===== src/rtl/bcd_time_chain.sv =====
module bcd_time_chain #(
  parameter int ADDR_W = 4,
  parameter logic [7:0] DOW_LAST = 8'h07,
  parameter logic [7:0] DOM_LAST = 8'h31,
  parameter logic [7:0] MON_LAST = 8'h12,
  parameter logic [11:0] DOY_LAST = 12'h365
) (
  input  logic              clk,
  input  logic              rst_n,
  input  logic              tick,
  input  logic              wr_en,
  input  logic              rd_en,
  input  logic [ADDR_W-1:0] addr,
  input  logic [7:0]        wdata,
  output logic [7:0]        rdata
);

  localparam int NADDR = 1 << ADDR_W;
  localparam logic [ADDR_W-1:0] A_HS  = ADDR_W'(0);
  localparam logic [ADDR_W-1:0] A_SEC = ADDR_W'(1);
  localparam logic [ADDR_W-1:0] A_MIN = ADDR_W'(2);
  localparam logic [ADDR_W-1:0] A_HR  = ADDR_W'(3);
  localparam logic [ADDR_W-1:0] A_DOM = ADDR_W'(4);
  localparam logic [ADDR_W-1:0] A_MON = ADDR_W'(5);
  localparam logic [ADDR_W-1:0] A_YR  = ADDR_W'(6);
  localparam logic [ADDR_W-1:0] A_DOW = ADDR_W'(7);
  localparam logic [ADDR_W-1:0] A_DYL = ADDR_W'(8);
  localparam logic [ADDR_W-1:0] A_DYH = ADDR_W'(9);
  localparam logic [ADDR_W-1:0] A_CT  = ADDR_W'(10);
  localparam logic [ADDR_W-1:0] A_ST  = ADDR_W'(11);

  function automatic logic [7:0] inc2(input logic [7:0] v);
    return (v[3:0] >= 4'd9) ? {v[7:4] + 4'd1, 4'd0} : {v[7:4], v[3:0] + 4'd1};
  endfunction

  function automatic logic [11:0] inc3(input logic [11:0] v);
    if (v[3:0] < 4'd9)      return {v[11:4], v[3:0] + 4'd1};
    else if (v[7:4] < 4'd9) return {v[11:8], v[7:4] + 4'd1, 4'd0};
    else                    return {v[11:8] + 4'd1, 8'h00};
  endfunction

  logic [7:0]  hs_q, sec_q, min_q, hr_q, dom_q, mon_q, yr_q, dow_q;
  logic [11:0] doy_q;
  logic        run_q, m12_q;
  logic [5:0]  stat_q;

  logic [NADDR-1:0] wsel;
  assign wsel = wr_en ? (NADDR'(1) << addr) : '0;

  logic adv, c_sec, c_min, c_hr, c_day, c_mon, c_yr;
  assign adv   = tick & run_q;
  assign c_sec = adv   & (hs_q  >= 8'h99);
  assign c_min = c_sec & (sec_q >= 8'h59);
  assign c_hr  = c_min & (min_q >= 8'h59);
  assign c_day = c_hr  & (m12_q ? (hr_q[4:0] == 5'h11 && hr_q[7]) : (hr_q[5:0] >= 6'h23));
  assign c_mon = c_day & (dom_q >= DOM_LAST);
  assign c_yr  = c_mon & (mon_q >= MON_LAST);

  logic [7:0] hr_nx;
  logic [4:0] h12_inc;
  assign h12_inc = (hr_q[3:0] >= 4'd9) ? {hr_q[4] + 1'b1, 4'd0} : {hr_q[4], hr_q[3:0] + 4'd1};

  always_comb begin
    if (m12_q) begin
      if (hr_q[4:0] == 5'h12)      hr_nx = {hr_q[7], 7'h01};
      else if (hr_q[4:0] == 5'h11) hr_nx = {~hr_q[7], 7'h12};
      else                         hr_nx = {hr_q[7], 2'b00, h12_inc};
    end else begin
      hr_nx = (hr_q[5:0] >= 6'h23) ? 8'h00 : inc2({2'b00, hr_q[5:0]});
    end
  end

  always_ff @(posedge clk or negedge rst_n) begin
    if (!rst_n)         hs_q <= 8'h00;
    else if (wsel[A_HS]) hs_q <= wdata;
    else if (adv)        hs_q <= (hs_q >= 8'h99) ? 8'h00 : inc2(hs_q);
  end

  always_ff @(posedge clk or negedge rst_n) begin
    if (!rst_n)           sec_q <= 8'h00;
    else if (wsel[A_SEC]) sec_q <= wdata;
    else if (c_sec)       sec_q <= (sec_q >= 8'h59) ? 8'h00 : inc2(sec_q);
  end

  always_ff @(posedge clk or negedge rst_n) begin
    if (!rst_n)           min_q <= 8'h00;
    else if (wsel[A_MIN]) min_q <= wdata;
    else if (c_min)       min_q <= (min_q >= 8'h59) ? 8'h00 : inc2(min_q);
  end

  always_ff @(posedge clk or negedge rst_n) begin
    if (!rst_n)          hr_q <= 8'h00;
    else if (wsel[A_HR]) hr_q <= wdata;
    else if (c_hr)       hr_q <= hr_nx;
  end

  always_ff @(posedge clk or negedge rst_n) begin
    if (!rst_n)           dow_q <= 8'h01;
    else if (wsel[A_DOW]) dow_q <= wdata;
    else if (c_day)       dow_q <= (dow_q >= DOW_LAST) ? 8'h01 : inc2(dow_q);
  end

  always_ff @(posedge clk or negedge rst_n) begin
    if (!rst_n)           dom_q <= 8'h01;
    else if (wsel[A_DOM]) dom_q <= wdata;
    else if (c_day)       dom_q <= (dom_q >= DOM_LAST) ? 8'h01 : inc2(dom_q);
  end

  always_ff @(posedge clk or negedge rst_n) begin
    if (!rst_n)           mon_q <= 8'h01;
    else if (wsel[A_MON]) mon_q <= wdata;
    else if (c_mon)       mon_q <= (mon_q >= MON_LAST) ? 8'h01 : inc2(mon_q);
  end

  always_ff @(posedge clk or negedge rst_n) begin
    if (!rst_n)          yr_q <= 8'h00;
    else if (wsel[A_YR]) yr_q <= wdata;
    else if (c_yr)       yr_q <= (yr_q >= 8'h99) ? 8'h00 : inc2(yr_q);
  end

  always_ff @(posedge clk or negedge rst_n) begin
    if (!rst_n) doy_q <= 12'h001;
    else if (wsel[A_DYL] || wsel[A_DYH]) begin
      if (wsel[A_DYL]) doy_q[7:0]  <= wdata;
      if (wsel[A_DYH]) doy_q[11:8] <= wdata[3:0];
    end else if (c_day) doy_q <= (doy_q >= DOY_LAST) ? 12'h001 : inc3(doy_q);
  end

  always_ff @(posedge clk or negedge rst_n) begin
    if (!rst_n) begin
      run_q <= 1'b0;
      m12_q <= 1'b0;
    end else if (wsel[A_CT]) begin
      run_q <= wdata[0];
      m12_q <= wdata[1];
    end
  end

  logic rd_clr;
  assign rd_clr = rd_en && (addr == A_ST);

  always_ff @(posedge clk or negedge rst_n) begin
    if (!rst_n) stat_q <= '0;
    else        stat_q <= (rd_clr ? 6'b0 : stat_q) | {c_mon, c_day, c_hr, c_min, c_sec, adv};
  end

  always_comb begin
    case (addr)
      A_HS:    rdata = hs_q;
      A_SEC:   rdata = sec_q;
      A_MIN:   rdata = min_q;
      A_HR:    rdata = hr_q;
      A_DOM:   rdata = dom_q;
      A_MON:   rdata = mon_q;
      A_YR:    rdata = yr_q;
      A_DOW:   rdata = dow_q;
      A_DYL:   rdata = doy_q[7:0];
      A_DYH:   rdata = {4'h0, doy_q[11:8]};
      A_CT:    rdata = {6'b0, m12_q, run_q};
      A_ST:    rdata = {2'b0, stat_q};
      default: rdata = 8'h00;
    endcase
  end

  p_hsec_wrap_r2: assert property (@(posedge clk) disable iff (!rst_n)
    (adv && hs_q == 8'h99 && !wsel[A_HS]) |=> (hs_q == 8'h00));

  p_hour24_wrap_r3: assert property (@(posedge clk) disable iff (!rst_n)
    (c_hr && !m12_q && hr_q == 8'h23 && !wsel[A_HR]) |=> (hr_q == 8'h00));

  p_pm_toggle_r4: assert property (@(posedge clk) disable iff (!rst_n)
    (c_hr && m12_q && hr_q[4:0] == 5'h11 && !wsel[A_HR]) |=> (hr_q[7] != $past(hr_q[7])));

  p_doy_wrap_r6: assert property (@(posedge clk) disable iff (!rst_n)
    (c_day && doy_q == DOY_LAST && !wsel[A_DYL] && !wsel[A_DYH]) |=> (doy_q == 12'h001));

  p_stop_hold_r7: assert property (@(posedge clk) disable iff (!rst_n)
    (!run_q && !wr_en) |=> ($stable(hs_q) && $stable(sec_q) && $stable(hr_q) && $stable(doy_q)));

  p_stat_set_r8: assert property (@(posedge clk) disable iff (!rst_n)
    adv |=> stat_q[0]);

  p_write_wins_r9: assert property (@(posedge clk) disable iff (!rst_n)
    wsel[A_SEC] |=> (sec_q == $past(wdata)));

endmodule


===== config.mk =====
export PLATFORM = sky130hd
export DESIGN_NAME = bcd_time_chain
export DESIGN_NICKNAME = d
export VERILOG_FILES = /design/src/rtl/bcd_time_chain.sv
export SDC_FILE = /design/constraint.sdc
export NUM_CORES = 1
export LEC_CHECK = 0
export BUFFER_PORTS_ARGS = -buffer_cell sky130_fd_sc_hd__buf_2
export CAP_MARGIN = 10
export CORE_MARGIN = 1
export CORE_UTILIZATION = 48
export CTS_BUF_LIST = sky130_fd_sc_hd__clkbuf_4
export CTS_CLUSTER_SIZE = 40
export DETAILED_ROUTE_END_ITERATION = 12
export SLEW_MARGIN = 30
export SYNTH_ARGS = -nofsm -noshare
export SYNTH_HDL_FRONTEND = slang
export SYNTH_SLANG_ARGS = --single-unit
export TNS_END_PERCENT = 1

===== constraint.sdc =====
create_clock -name clk -period 3.18 [get_ports clk]
set_clock_uncertainty 0.2 [all_clocks]
set_input_delay 0.477 -clock clk [delete_from_list [all_inputs] [get_ports clk]]
set_output_delay 0.477 -clock clk [all_outputs]
set_load 0.01 [all_outputs]

; ---- Word-level counts from Yosys, hierarchy flattened
; Index checks and enable logic that the tools add are counted.
[classes]
n_eq_ne = 20
addsub = 20
n_lt_le_gt_ge = 19
shift = 1
n_mux = 47
n_bitwise = 9
reduce_logical = 34
[op_table]
columns = operator, n
row1 = $mux W8, 34
row2 = $pmux W8 S12, 1
row3 = $add A4 B1 Y4 const B, 18
row4 = $mux W12, 5
row5 = $ge A4 B4 Y1 const B, 8
row6 = $reduce_bool A3 Y1, 7
row7 = $reduce_and A2 Y1, 9
row8 = $reduce_bool A2 Y1, 9
row9 = $eq A4 B3 Y1 const B, 4
row10 = $eq A4 B4 Y1 const B, 4
row11 = $ge A8 B7 Y1 const B, 2
row12 = $ge A8 B8 Y1 const B, 2
row13 = $mux W7, 2
row14 = $ge A12 B10 Y1 const B, 1
row15 = $mux W11, 1
row16 = $shl A1 B4 Y11 const A, 1
row17 = $eq A5 B5 Y1 const B, 2
row18 = $ne A3 B3 Y1 const B, 3
row19 = $reduce_and A3 Y1, 3
row20 = $eq A4 B2 Y1 const B, 2
row21 = $ge A8 B3 Y1 const B, 1
row22 = $ge A8 B5 Y1 const B, 1
row23 = $ge A8 B6 Y1 const B, 1
row24 = $lt A4 B4 Y1 const B, 2
row25 = 19 further kinds, 27
[totals]
reg_bits = 84
inputBits = 17
word_cells = 174
out_inout_bits = 8

; ---- Logic depth before layout (Yosys ltp)
; Gate-level depths: netlist of the first run.
[depth]
word_depth = 9
mapped_depth = 11
mapped_depth_nobuf = 8

; ---- Worst setup path after synthesis of the first run
; Ideal clock, no wire load.
[synth_timing]
path_kind = input-to-output
start = in addr[0]
end = out rdata[1]
t_arrival_ns = 2.038
n_path_buf = 4
path_stages = 6
path_slack_ns = 0.465
required_time_ns = 2.503
cell_sequence = clkbuf_1 -> clkbuf_1 -> clkbuf_1 -> clkbuf_1 -> a32oi_1 -> o221ai_1
[synth_via]
elab_chain_cells = 2
elab_cells_between_ends = 13
classes_between = 11 x eq/ne / 1 x mux / 1 x reduce/logical
[synth_lines]
columns = item, line_no
row1 = from (decl), 13  ; input logic [ADDR_W-1:0] addr,
row2 = $eq A4 B4 Y1 (tied with other cells), 148  ; case (addr)
row3 = $pmux W8 S12 (*), 148
row4 = to (decl), 15  ; output logic [7:0] rdata
; Mark *: on every way between the ends. The rest lies on a longest branch, timed or not.

; ---- Worst setup path after layout of the first run
[layout_timing]
start = reg hs_q[0]
end = reg doy_q[5]
[layout_via]
elab_chain_cells = 7
[layout_lines]
columns = item, line_no
row1 = from (decl), 42  ; logic [7:0] hs_q, sec_q, min_q, hr_q, dom_q, mon_q, yr_q, dow_q;
row2 = from (signal assigned), 75  ; else if (wsel[A_HS]) hs_q <= wdata;
row3 = from (signal assigned), 76  ; else if (adv) hs_q <= (hs_q >= 8'h99) ? 8'h00 : inc2(hs_q);
row4 = $ge A8 B8 Y1, 52  ; assign c_sec = adv & (hs_q >= 8'h99);
row5 = $and A1 B1 Y1, 52
row6 = $and A1 B1 Y1, 53  ; assign c_min = c_sec & (sec_q >= 8'h59);
row7 = $and A1 B1 Y1, 54  ; assign c_hr = c_min & (min_q >= 8'h59);
row8 = $and A1 B1 Y1, 55  ; assign c_day = c_hr & (m12_q ? (hr_q[4:0] == 5'h11 && hr_q[7]) : (hr_q[5:0] >= 6'h23));
row9 = $reduce_bool A2 Y1 (no line), n/a
row10 = $reduce_and A3 Y1 (no line), n/a
row11 = to (signal assigned), 124  ; if (wsel[A_DYL]) doy_q[7:0] <= wdata;
row12 = to (signal assigned), 126  ; end else if (c_day) doy_q <= (doy_q >= DOY_LAST) ? 12'h001 : inc3(doy_q);
row13 = to (decl), 43  ; logic [11:0] doy_q;
; No other way between the ends.
; A chain may end at the register's enable or synchronous reset.

==> metrics.md, run 1 <==
| Metric | Value |
|---|---|
| Port buffer count | 24 |
| Die height | about 120 um |
| Largest net degree at the start of global routing | 85 |
| Final period util | 0.931 |
| TritonCTS buffer count | 9 |
| Share of cells above drive strength 1 | 0.127 |
| CTS clk-pin slew, worst paths | about 0.15 ns |
| Via Count | 6,180 |
| Core Region | 0.0132 sq mm |
| Fmax | about 340 MHz |
| Setup bufs post-CTS | 0 |
| Num rows | 42 |
| Count of TritonRoute iterations in the first routing pass | 5 |
| Arr. time, crit path | between 3 and 4 ns |
| #FFs+latches synth | 84 |
| Global-route wire length before repair | 33,400 um |
| Most frequent cells in the layout | nand2_1 (94), dfrtp_1 (80), nor2_1 (60) |
| Critical path startpoint category | register |
| Total Routing Usage GR | 0.314 |
| Top cell type by total area after synthesis | dfrtp_1 |
| Critical Path RT | 3.40 ns |
| Critical-path maximum fanout | 11 |
| Final Slew Violations | 0 |
| Gpl congestion | 0.906 |
| YS warnings | 0 |
| Async SR Flop Fraction | 1.00 |
| Endpoints failing hold | 0 |
| M1 WL | 9120 um |
| H-tree Lvls | 3 |
| Setup violators final | 0 |
| Die Footprint | 0.0140 sq mm |
| DPL Wire Length | 15,400 um |
| Slew @ Worst Pin | about 0.74 ns |
| Routed wire length | 21,300 um |
| Initial antenna violation count | 1 |
| Antenna-violating nets left | 0 |
| Initial Utilization | 0.492 |
| Worst path max stage delay | 0.50 ns |
| Combinational Power Share | 0.410 |
| Worst IR Drop VDD | 0.000307 V |
| DRC | 0 |
| Commonest non-fill, non-tap cell in the layout | nand2_1 |
| CTS root buf | clkbuf_4 |
| Met2 Routed Length | 9860 um |
| Synthesized Nets | roughly 820 |
| Share of the yosys chip area belonging to registers | 0.325 |
| Crit. Startpoint | hs_q[0]$_DFFE_PN0P_ |
| Die X-Extent | 118 um |
| Outcome | completed |
| Pwr/cell area | ~620 mW/mm^2 |
| Most used DFF post-synth | dfrtp_1 |
| Pleak | 3.08 nW |
| Unrepaired setup endpoints after global routing | false |
| Sw Share | 0.454 |
| Nets | 846 |
| Crit end category | register |
| R2r startpoint | hs_q[0]$_DFFE_PN0P_ |
| Routed WL per cell | between 20 and 25 um |
| Hold Path Origin | tick |
| Setup TNS | 0 ns |
| I/O pin count | 25 |
| Number of global-route vias before repair | 5,910 |
| Register share of total power | 0.439 |
| Synthesis-to-layout area growth | 8.55% |
| Placed cell area | between 0.006 and 0.007 sq mm |
| Worst-Skew Late Latency | 0.49 ns |
| Power Internal | 2.37 mW |
| DRT iter0 DRCs | about 610 |
| Synth area leaders | dfrtp_1 (31%), ha_1 (9.5%), nand2_1 (5.4%) |
| Reg-to-reg slack, setup | 0.22 ns |
| Clock Tree Buf Depth | 2 |
| Crit Path Category | register to register |
| Distinct cell type count after synthesis | 72 |
| Worst path slowest cell | dfrtp_1 |
| Total gr overflow | 0 |
| Number of synthesized flops with an enable pin | 0 |
| Total power | 4.34 mW |
| Share of total power in the clock network | 0.151 |
| Uppermost routed layer | met4 |
| Period minus WS final | 2.96 ns |
| Clk sink count | 84 |
| Total of max-cap violations | 0 |
| Cell Area, Synth | 0.00648 sq mm |
| Design area | 0.00704 sq mm |
| CTS tree | done |
| Post-synth top area share | 0.309 |
| Vias/cell | 6.42 |
| Max transition margin | 0.505 |
| Avg Inst Size Synth | between 8 and 9 sq um |
| Post-Syn Instances | 758 |
| Crit path cell chain | inv_1 > ha_1 > nor3b_1 > o41ai_2 > and3_2 > a21oi_1 > nor3_1 > mux2i_1 |
| DR WL met3 | 1630 um |
| P_sw | 1.97 mW |
| Worst Hold Class | input port to register |
## power groups by stage
stage	clock, mW	sequential (mW)	combinational (mW)
2_1_floorplan	0	1.69	1.33
3_3_place_gp	0	1.90	1.69
3_5_place_dp	0	1.91	1.76
4_1_cts	0.678	1.89	1.77
5_1_grt	0.710	1.95	1.99
6_report	0.655	1.91	1.78
## registers in the layout, indices dropped and copies added, names as in the netlist
name and count:
doy_q 12, dom_q 8, dow_q 8, hr_q 8, hs_q 8, min_q 8, mon_q 8, sec_q 8
yr_q 8, stat_q 6, m12_q 1, run_q 1
## cell type report
cell class,instances,area [sq um]
diodes,1,2.50
clock buffers,9,67.6
clock inverters,7,67.6
fillers,1277,6150
inverters,48,180
multi-input cells,587,4040
flip-flops and latches,84,2110
well taps,176,220
repair buffers,50,358
## kinds of logic after synthesis
group,after synthesis,synth area share
mux,32,0.0608
simple gates,282,0.223
compound gates,224,0.244
fa+ha+maj,49,0.0945
buf+inv,87,0.0529
flops,84,0.325
## critical path, delay by kind of cell (launching register included)
family                   cells  cell delay (ns)
flip-flops                   1             0.50
AND/OR/NAND/NOR              3             0.97
buffers and inverters        1             0.08
AO/OA/AOI/OAI                2             0.68
adder cells (fa/ha/maj)      1             0.21
multiplexers                 1             0.25
## Yosys cell counts, types with 13 or more instances
master	count
ha_1	49
nor2_1	60
nor3_1	13
inv_1	48
a31oi_1	17
nand3_1	29
a221o_1	13
o21ai_0	54
mux2i_1	18
a21oi_1	36
nand2_1	94
dfrtp_1	80
clkbuf_1	23
## per-layer routing
layer  vias up  global-route usage
met5         -                   0
li1       2852                   -
met3        42              0.0705
met4         0               0.135
met2       252               0.494
met1      3034               0.414
## path summary, 6_finish.rpt
path                                              to  cells after the start
worst max-delay path            doy_q[5]$_DFFE_PN0P_                      8
worst min-delay path             stat_q[0]$_DFF_PN0_                      3
worst max register to register  doy_q[5]$_DFFE_PN0P_                      8
worst min register to register   stat_q[2]$_DFF_PN0_                      1
max in group asynchronous        yr_q[2]$_DFFE_PN0P_                      3
min in group asynchronous        hs_q[3]$_DFFE_PN0P_                      3
## through the flow
step	cells	setup WS, ns	util	hold WS (ns)
after floorplan	758	0.465	-	-0.0186
after global placement	944	0.181	0.522	0.259
after detailed placement	944	0.108	0.522	0.261
after CTS	961	0.0591	0.533	0.101
after global routing	962	0.0432	0.534	0.163
final	962	0.218	0.534	0.152
## repair_timing
action | CTS | global route
endpoints found under the setup margin | 0 | 12
hold endpoints to repair | 80 | 0
gates resized for setup | 0 | 1
hold buffers | 1 | 0
(Power assumes the default switching activity.)
==> run 2, diff against run 1 <==
CORE_UTILIZATION = 59   (was 48)
PLACE_DENSITY = 0.77   (was not set)
==> metrics.md, run 2 (synthesis gave the netlist of run 1 again) <==
| Metric | Value |
|---|---|
| Outcome | completed (unchanged) |
| Worst-Skew Late Latency | 0.48 ns (was 0.49 ns) |
| Vias/cell | 6.83 (was 6.42) |
| Gpl congestion | 0.985 (was 0.906) |
| Global-route wire length before repair | 32,300 um (was 33,400 um) |
| Crit path cell chain | inv_1 > ha_1 > nor3b_1 > o41ai_2 > and3_2 > a21oi_1 > o41ai_1 > o41ai_1 (was inv_1 > ha_1 > nor3b_1 > o41ai_2 > and3_2 > a21oi_1 > nor3_1 > mux2i_1) |
| Worst Hold Class | input port to register (unchanged) |
| Core Region | 0.0105 sq mm (was 0.0132 sq mm) |
| FF-to-FF path depth | 8 (unchanged) |
| Nets | 846 (unchanged) |
| Critical-path maximum fanout | 13 (was 11) |
| Pwr/cell area | 625 mW/mm^2 (was 616 mW/mm^2) |
| Number of global-route vias before repair | 6,151 (was 5,910) |
| Largest net degree at the start of global routing | 47 (was 85) |
| Setup bufs post-CTS | 0 (unchanged) |
| Setup TNS | 0 ns (unchanged) |
| Worst path max stage delay | 0.49 ns (was 0.50 ns) |
| Hold Path Origin | tick (unchanged) |
| Max reg flops | 12 (unchanged) |
| Clock Tree Buf Depth | 2 (unchanged) |
| Routed WL per cell | 22.0 um (was 22.2 um) |
| Setup violators final | 0 (unchanged) |
| Initial antenna violation count | 0 (was 1) |
| Largest register by flop count | doy_q (unchanged) |
| CTS tree | done (unchanged) |
| DRC | 0 (unchanged) |
| Combinational Power Share | 0.411 (was 0.410) |
| I/O pin count | 25 (unchanged) |
| H-tree Lvls | 3 (unchanged) |
| Reg-to-Reg End | doy_q[6]$_DFFE_PN0P_ (was doy_q[5]$_DFFE_PN0P_) |
| Most used cell, CP | o41ai_1 |
| Share of cells above drive strength 1 | 0.127 (unchanged) |
| Port buffer count | 24 (unchanged) |
| Cells on Worst Hold Path | 3 (unchanged) |
| FILL cells | 853 (was 1,277) |
| Most frequent cells in the layout | nand2_1 (94), dfrtp_1 (80), nor2_1 (60) (unchanged) |
| CTS clk-pin slew, worst paths | 0.14 ns (was 0.15 ns) |
| Fmax | 331 MHz (was 338 MHz) |
| Reg-to-reg slack, setup | 0.16 ns (was 0.22 ns) |
| Worst IR Drop VDD | 0.000342 V (was 0.000307 V) |
| Num rows | 37 (was 42) |
| Clk sink count | 84 (unchanged) |
| Initial Utilization | 0.617 (was 0.492) |
| Die Footprint | 0.0114 sq mm (was 0.0140 sq mm) |
| Via Count | 6,293 (was 6,180) |
| Register share of total power | 0.439 (about the same) |
| Total gr overflow | 0 (unchanged) |
| Antenna-violating nets left | 0 (unchanged) |
| Count of TritonRoute iterations in the first routing pass | 6 (was 5) |
| Crit Path Category | register to register (unchanged) |
| Worst path slowest cell | and3_2 (was dfrtp_1) |
| Sw Share | 0.446 (was 0.454) |
| Unrepaired setup endpoints after global routing | false (unchanged) |
| TritonCTS buffer count | 9 (unchanged) |
| Share of total power in the clock network | 0.150 (was 0.151) |
| # diodes | 0 (was 1) |
| Period minus WS final | 3.02 ns (was 2.96 ns) |
| Slew @ Worst Pin | 0.746 ns (was 0.739 ns) |
| Arr. time, crit path | 3.18 ns (about the same) |
| Final period util | 0.951 (was 0.931) |
| Critical Path RT | 3.34 ns (was 3.40 ns) |
| Hold endpoint | stat_q[0]$_DFF_PN0_ (unchanged) |
| Total Routing Usage GR | 0.376 (was 0.314) |
| Commonest non-fill, non-tap cell in the layout | nand2_1 (unchanged) |
| Synthesis-to-layout area growth | 7.35% (was 8.55%) |
| DPL Wire Length | 14,900 um (was 15,400 um) |
| Critical path startpoint category | register (unchanged) |
| CTS root buf | clkbuf_4 (unchanged) |
| Total power | 4.35 mW (was 4.34 mW) |
| Pleak | 3.07 nW (was 3.08 nW) |
| P_sw | 1.94 mW (was 1.97 mW) |
| Endpoints failing hold | 0 (unchanged) |
| Max transition margin | 0.499 (was 0.505) |
| R2r startpoint | hs_q[0]$_DFFE_PN0P_ (unchanged) |
| Total of max-cap violations | 0 (unchanged) |
| Final Slew Violations | 0 (unchanged) |
| Routed wire length | 20,300 um (was 21,300 um) |
| Die height | 107 um (was 118 um) |
| Crit end category | register (unchanged) |
| DRT iter0 DRCs | 732 (was 612) |
| Power Internal | 2.41 mW (was 2.37 mW) |
| Die X-Extent | 107 um (was 118 um) |
==> run 2: cell count changes in the layout (fill, tap and decap cells not counted) <==
cell / delta
clkinv_4: -2
buf_12: -2
diode_2: -1
clkinv_2: -1
clkinvlp_4: -1
buf_4: +2
clkbuf_4: +4
==> run 2: stage by stage <==
step	hold slack, ns	worst slack, ns	instance area (sq um)	std cells	util
detailed placement	0.265	-0.00649	6820	904	0.649
global placement	0.259	0.205	6820	904	0.649
finish	0.118	0.157	6960	921	0.662
CTS	0.108	0.216	6960	921	0.662
floorplan	-0.0186	0.465	6480	758	-
global route	0.154	0.00271	6960	921	0.662
==> run 2: how the worst max path moves through the flow <==
stage	to	startpoint	slack [ns]	cells past startpoint
final	doy_q[6]$_DFFE_PN0P_	hs_q[0]$_DFFE_PN0P_	0.16	8
after global routing	doy_q[5]$_DFFE_PN0P_	hs_q[0]$_DFFE_PN0P_	0.003	8
after CTS	doy_q[5]$_DFFE_PN0P_	hs_q[0]$_DFFE_PN0P_	0.22	8
after detailed placement	doy_q[5]$_DFFE_PN0P_	hs_q[0]$_DFFE_PN0P_	-0.006	8
after global placement	mon_q[4]$_DFFE_PN0P_	hs_q[0]$_DFFE_PN0P_	0.21	8
after floorplan	rdata[1]	addr[0]	0.47	6
==> run 2: power by group through the flow <==
| stage | clock network [mW] | registers (mW) | logic [mW] |
|---|---|---|---|
| after floorplan | 0 | 1.69 | 1.33 |
| after global placement | 0 | 1.89 | 1.67 |
| after detailed placement | 0 | 1.91 | 1.75 |
| after CTS | 0.660 | 1.89 | 1.76 |
| after global routing | 0.706 | 1.94 | 2.01 |
| final | 0.651 | 1.91 | 1.79 |
==> run 2: critical path, delay by kind of cell (launching register included) <==
family / cells / cell delay (ns)
AO/OA/AOI/OAI: 4 / 1.29
AND/OR/NAND/NOR: 2 / 0.65
flip-flops: 1 / 0.48
adder cells (fa/ha/maj): 1 / 0.22
buffers and inverters: 1 / 0.07
==> run 2: cell type report <==
type                    instances  area, sq um  share of cell area
inverters                      48          180              0.0259
flip-flops and latches         84         2110               0.303
clock inverters                 3         37.5             0.00539
repair buffers                 50          333              0.0478
clock buffers                  13         97.6              0.0140
well taps                     136          170              0.0244
multi-input cells             587         4040               0.580
==> run 2: repair_timing <==
| action | in CTS | in global routing |
|---|---|---|
| endpoints found under the hold margin | 36 | 0 |
| gates resized for setup | 1 | 0 |
| hold buffers | 1 | 0 |
| endpoints found under the setup margin | 2 | 0 |
==> run 2: metal layers <==
layer  vias up  GRT usage  share of wire
li1       2851          -              -
met1      2967      0.484           0.39
met2       383      0.570           0.45
met3        92     0.0711          0.099
met4         0      0.261          0.062
met5         -          0              0
